### src/rtl/cntr_host_pkg.sv
package cntr_host_pkg;
  typedef enum logic [1:0] {
    TGT_MASTER = 2'b00,
    TGT_INPUT  = 2'b01,
    TGT_OUTPUT = 2'b10,
    TGT_QUAD   = 2'b11
  } ctl_tgt_e;

  // master command bit positions, applied in ascending order
  localparam int MB_PTR_RST = 0;
  localparam int MB_LATCH   = 1;
  localparam int MB_CLEAR   = 2;
  localparam int MB_LOAD    = 3;
  localparam int MB_CMP_CLR = 4;
  localparam int MB_MRST    = 5;
endpackage

### src/rtl/strobe_sync.sv
module strobe_sync #(
  parameter int STAGES = 2
) (
  input  logic clk,
  input  logic rst,
  input  logic act_raw,
  output logic fire
);
  logic [STAGES:0] sh_q;

  always_ff @(posedge clk) begin
    if (rst) sh_q <= '0;
    else     sh_q <= {sh_q[STAGES-1:0], act_raw};
  end

  assign fire = sh_q[STAGES-1] & ~sh_q[STAGES];

  // one action per strobe assertion
  a_r12_single_fire: assert property (@(posedge clk) disable iff (rst)
    fire |=> !fire);
endmodule

### src/rtl/byte_ptr.sv
module byte_ptr #(
  parameter int NBYTES = 3,
  localparam int PW = (NBYTES > 1) ? $clog2(NBYTES) : 1
) (
  input  logic          clk,
  input  logic          rst,
  input  logic          clr,
  input  logic          adv,
  output logic [PW-1:0] ptr
);
  localparam logic [PW-1:0] LAST = PW'(NBYTES - 1);

  always_ff @(posedge clk) begin
    if (rst || clr)  ptr <= '0;
    else if (adv)    ptr <= (ptr == LAST) ? '0 : ptr + 1'b1;
  end

  // pointer never leaves the byte range
  a_r3_ptr_in_range: assert property (@(posedge clk) disable iff (rst)
    int'(ptr) < NBYTES);
  // pointer moves only on an access or a reset command
  a_r6_ptr_hold: assert property (@(posedge clk) disable iff (rst)
    (!adv && !clr) |=> $stable(ptr));
endmodule

### src/rtl/cntr_host_regs.sv
module cntr_host_regs
  import cntr_host_pkg::*;
#(
  parameter int DW          = 8,
  parameter int NBYTES      = 3,
  parameter int ICR_W       = 6,
  parameter int OCCR_W      = 6,
  parameter int QR_W        = 2,
  parameter int ST_W        = 5,
  parameter int SYNC_STAGES = 2,
  localparam int CW = DW * NBYTES
) (
  input  logic              clk,
  input  logic              rst,
  input  logic              cs_n,
  input  logic              rd_n,
  input  logic              wr_n,
  input  logic              cd,
  input  logic [DW-1:0]     din,
  output logic [DW-1:0]     dout,
  output logic              dout_oe,
  input  logic [CW-1:0]     cnt_in,
  input  logic [ST_W-1:0]   stat_in,
  output logic [CW-1:0]     preset,
  output logic [ICR_W-1:0]  icr_q,
  output logic [OCCR_W-1:0] occr_q,
  output logic [QR_W-1:0]   qr_q,
  output logic              cmd_clr,
  output logic              cmd_load,
  output logic              cmd_cmp_clr,
  output logic              cmd_mrst
);
  localparam int PW = (NBYTES > 1) ? $clog2(NBYTES) : 1;

  logic wr_fire, rd_fire;
  logic ctl_wr, data_wr, ctl_rd, data_rd, mcr_wr, do_mrst;
  ctl_tgt_e tgt;
  logic [PW-1:0] ptr;
  logic [NBYTES-1:0][DW-1:0] preset_q;
  logic [NBYTES-1:0][DW-1:0] latch_q;

  strobe_sync #(.STAGES(SYNC_STAGES)) u_wr_sync (
    .clk(clk), .rst(rst), .act_raw(~cs_n & ~wr_n), .fire(wr_fire));
  strobe_sync #(.STAGES(SYNC_STAGES)) u_rd_sync (
    .clk(clk), .rst(rst), .act_raw(~cs_n & ~rd_n), .fire(rd_fire));

  assign ctl_wr  = wr_fire &  cd;
  assign data_wr = wr_fire & ~cd;
  assign ctl_rd  = rd_fire &  cd;
  assign data_rd = rd_fire & ~cd;
  assign tgt     = ctl_tgt_e'(din[DW-1:DW-2]);
  assign mcr_wr  = ctl_wr && (tgt == TGT_MASTER);
  assign do_mrst = mcr_wr & din[MB_MRST];

  byte_ptr #(.NBYTES(NBYTES)) u_ptr (
    .clk(clk), .rst(rst),
    .clr((mcr_wr & din[MB_PTR_RST]) | do_mrst),
    .adv(data_wr | data_rd),
    .ptr(ptr));

  // control registers
  always_ff @(posedge clk) begin
    if (rst || do_mrst) begin
      icr_q  <= '0;
      occr_q <= '0;
      qr_q   <= '0;
    end else if (ctl_wr) begin
      case (tgt)
        TGT_INPUT:  icr_q  <= din[ICR_W-1:0];
        TGT_OUTPUT: occr_q <= din[OCCR_W-1:0];
        TGT_QUAD:   qr_q   <= din[QR_W-1:0];
        default: ;
      endcase
    end
  end

  // preset and latch byte lanes
  for (genvar b = 0; b < NBYTES; b++) begin : g_lane
    always_ff @(posedge clk) begin
      if (rst || do_mrst)                 preset_q[b] <= '1;
      else if (data_wr && ptr == PW'(b))  preset_q[b] <= din;
    end
    always_ff @(posedge clk) begin
      if (rst || do_mrst)                 latch_q[b] <= '0;
      else if (mcr_wr && din[MB_LATCH])   latch_q[b] <= cnt_in[b*DW +: DW];
    end
  end
  assign preset = preset_q;

  // registered read data
  always_ff @(posedge clk) begin
    if (rst)          dout <= '0;
    else if (ctl_rd)  dout <= DW'(stat_in);
    else if (data_rd) dout <= latch_q[ptr];
  end
  assign dout_oe = ~cs_n & ~rd_n;

  // one-shot command pulses
  always_ff @(posedge clk) begin
    if (rst) begin
      cmd_clr     <= 1'b0;
      cmd_load    <= 1'b0;
      cmd_cmp_clr <= 1'b0;
      cmd_mrst    <= 1'b0;
    end else begin
      cmd_clr     <= mcr_wr & din[MB_CLEAR];
      cmd_load    <= mcr_wr & din[MB_LOAD];
      cmd_cmp_clr <= mcr_wr & din[MB_CMP_CLR];
      cmd_mrst    <= do_mrst;
    end
  end

  // master reset pulse coincides with default register contents
  a_r9_mrst_preset: assert property (@(posedge clk) disable iff (rst)
    cmd_mrst |-> (preset == '1));
  a_r9_mrst_ctrl: assert property (@(posedge clk) disable iff (rst)
    cmd_mrst |-> (icr_q == '0 && occr_q == '0 && qr_q == '0));
  // control register changes only after a control write
  a_r2_icr_on_write: assert property (@(posedge clk) disable iff (rst)
    (icr_q != $past(icr_q)) |-> $past(ctl_wr));
  // command pulses last one clock
  a_r8_clr_single: assert property (@(posedge clk) disable iff (rst)
    cmd_clr |=> !cmd_clr);
  a_r8_load_single: assert property (@(posedge clk) disable iff (rst)
    cmd_load |=> !cmd_load);
endmodule

### config.mk
export PLATFORM = sky130hd
export DESIGN_NAME = cntr_host_regs
export DESIGN_NICKNAME = d
export VERILOG_FILES = /design/src/rtl/cntr_host_pkg.sv /design/src/rtl/strobe_sync.sv /design/src/rtl/byte_ptr.sv /design/src/rtl/cntr_host_regs.sv
export SDC_FILE = /design/constraint.sdc
export NUM_CORES = 1
export LEC_CHECK = 0
export ABC_AREA = 1
export BUFFER_PORTS_ARGS = -buffer_cell sky130_fd_sc_hd__buf_4
export CORE_MARGIN = 1.5
export CORE_UTILIZATION = 50
export DETAILED_ROUTE_END_ITERATION = 10
export GPL_TIMING_DRIVEN = 0
export HOLD_SLACK_MARGIN = 0.03
export PLACE_DENSITY = 0.83
export SYNTH_ARGS = -nofsm -noshare
export SYNTH_HDL_FRONTEND = slang
export SYNTH_SLANG_ARGS = --single-unit
### constraint.sdc
create_clock -name clk -period 2.7 [get_ports clk]
set_input_delay 0.135 -clock clk [delete_from_list [all_inputs] [get_ports clk]]
set_output_delay 0.135 -clock clk [all_outputs]
set_load 0.05 [all_outputs]
==> out/summary.txt <==
Crit path max fanout: 10
Asr flop ratio synth: 0%
Antenna viol nets, final: 0
Initial core utilization: 52.2%
Final clock skew: 0.00920 ns
Clk slew on worst S/H paths: 0.09 ns
Setup tns final: 0 ns
Share of cells above drive strength 1: 30.0%
Dpl hpwl: 6460 um
Largest net degree at the start of global routing: 16
Synth Area in XOR/XNOR: 0%
Setup CP Type: flip-flop to flip-flop
GRT overflow: 0
Final period util: 55.8%
Crit path largest cell delay: 0.32 ns
MaxCap Viol Count: 0
Synth area leader: dfxtp_1
Area contributors post-synth: dfxtp_1 (49%), nand2_1 (15%), nand3_1 (10%), a21oi_2 (5.2%), a21oi_1 (3.0%)
Inserted Clock Buffers: 9
Simple-gate share of the synthesized area: 33.1%
Failing checks: design-rule violations
# DRC: 8
Design area: 4370 um2
First-pass GRT wire length: 14700 um
Synth Area in Adders: 0%
Root buffer cell: clkbuf_8
Routed WL: 9000 um
IO Pins: 94
Placer Congestion: 0.917
Minimum clock period: 1.51 ns
Post-Syn Area: 3350 um2
# resized after CTS: 0
Initial antenna violation count: 0
CP Launch Type: flip-flop
Initial DRC Count: 185
NumNets Final: 585
Final setup margin: 1.19 ns
Core Box Area: 6420 um2
Row count: 29
Max-slew violations: 0
Max VDD drop: 0.000341 V
TritonCTS clock tree: done
Synth cell count leaders: nand2_1 (134), dfxtp_1 (82), nand3_1 (70), inv_1 (22), nor2_1 (21)
CP endpoint kind: flip-flop
Setup Fix Bufs, Post-CTS: 0
Critical path, cell by cell: buf_4, nor2_4, inv_1, nor2_4, inv_2, nand2_1, nand3_1
Syn_nets: 479
Wirelength per Cell: 14.4 um
Crit path DAT: 1.75 ns
Placed cell count: 604
Via count: 3325
Die Wd: 84.9 um
Worst-Margin Slew: 0.610 ns
Final setup vio count: 0
Synth Area in Compound Gates: 10.8%
Drt pass-1 iters: 8
Post-DP Area: 4130 um2
Post-synth EDFFs: 0
Number of distinct library cells after synthesis: 24
Relative slew slack: 59.3%
Non-Filler Instances: 624
Post-synth top flop: dfxtp_1
Mapped Cells: 436
Leak pwr: 0.00192 uW
Yosys Warn Count: 0
Post-synthesis sequential area ratio: 49.0%
Max Buffers Root-to-Sink: 2
CTS sink count: 82
Die area: 7200 um2
GR Util All Layers: 25.7%
Cell with the most instances after synthesis: nand2_1
Run status: finished, violations left
Die height: 84.9 um
Synth top area share: 49.0%
#FFs+latches synth: 82
Fmax: 664 MHz
Mux contribution to synthesized area: 0%
PwrDens: 533 nW/um2
Min-delay worst type: input port to flip-flop
Largest family of logic cells by synthesized area: simple AND/OR/NAND/NOR gates
Avg Inst Size Synth: 7.69 um2
Worst path required time: 2.95 ns
Vias in the first global route: 3187
Synth-to-Final Area Change: 30.4%
Vias per cell: 5.33
Clock latency reported for the late side of the worst-skew pair: 0.36 ns
Pre-CTS setup slack: 1.22 ns
H-tree Lvls: 3
Cell mode on critical path: nor2_4
Inserted Diodes: 0
I/O Buffers: 91
Final Hold Vio Count: 0
CP max stage cell: dfxtp_1
RSZ-0062 raised after global routing: false
==> power by group <==
part	switching [uW]	internal [uW]	leakage, uW
clock network	474	443	0.000104
registers	5.54	1220	0.000663
logic	117	72.5	0.00115
total	596	1730	0.00192
==> critical path: cells and delay by family, from the launching register on <==
kind | cells | cell delay, ns
DFF | 1 | 0.32
and+or+nand+nor | 4 | 0.67
buffers and inverters | 3 | 0.41
==> state kept, by name (all words and copies together), names as in the netlist <==
name and count:
occr_q 6, cmd_cmp_clr 1, cmd_clr 1, cmd_mrst 1, cmd_load 1, icr_q 6
u_ptr.ptr 2, preset 24, u_wr_sync.sh_q 3, latch_q 24, dout 8, qr_q 2
u_rd_sync.sh_q 3
==> stage by stage <==
stage	utilization, %	hold WS, ns	total power, uW
after global routing	68.1	0.0438	2400
final	68.1	0.0476	2330
after floorplan	-	0.206	1350
after detailed placement	64.3	0.304	1440
after global placement	64.3	0.302	1430
after CTS	68.1	0.0401	2340
==> layout make-up <==
type	instances	area (um2)
clock buffers	10	128
repair buffers	95	723
fillers	548	2050
inverters	32	120
well taps	77	96.3
clock inverters	6	72.6
multi-input cells	302	1470
flip-flops and latches	82	1640
plain buffers	20	120
==> metal layers <==
layer / vias up / track usage (%) / share of wire [%]
li1: 1623 / - / -
met1: 1526 / 32.3 / 42
met3: 19 / 7.20 / 9.1
met5: - / 0 / 0
met2: 157 / 42.8 / 47
met4: 0 / 9.09 / 2.0
==> worst paths after layout <==
path | to | cells after the start | start | slack (ns)
worst max-delay path | preset[5] | 7 | u_ptr.ptr[1] | 1.19
worst min-delay path | latch_q[12] | 3 | cnt_in[12] | 0.05
worst max register to register | preset[5] | 7 | u_ptr.ptr[1] | 1.19
worst min register to register | u_wr_sync.sh_q[1] | 2 | u_wr_sync.sh_q[0] | 0.41
==> cell families (layout without fill, tap and decap cells) <==
| group | count (synthesis) | after routing |
|---|---|---|
| buffers and inverters | 52 | 163 |
| DFF | 82 | 82 |
| AOI/OAI and AO/OA | 57 | 57 |
| and+or+nand+nor | 245 | 245 |
==> cell usage in the layout, fill, tap and decap left out, types with 2 or more instances in the layout <==
master / instances
a21oi_1: 20
a21oi_2: 20
buf_2: 8
buf_4: 94
buf_6: 3
clkbuf_1: 6
clkbuf_8: 9
dfxtp_1: 82
dlygate4sd3_1: 4
inv_1: 22
inv_2: 9
inv_6: 3
nand2_1: 134
nand2_2: 3
nand3_1: 70
nor2_1: 21
nor2_2: 2
nor2_4: 5
nor3_1: 5
o21ai_0: 17
==> what timing repair did <==
item,in CTS,in global routing
endpoints found under the hold margin,2,0
endpoints found under the setup margin,0,0
hold buffers,4,0
Note: power is estimated with default switching activity, not from simulation.
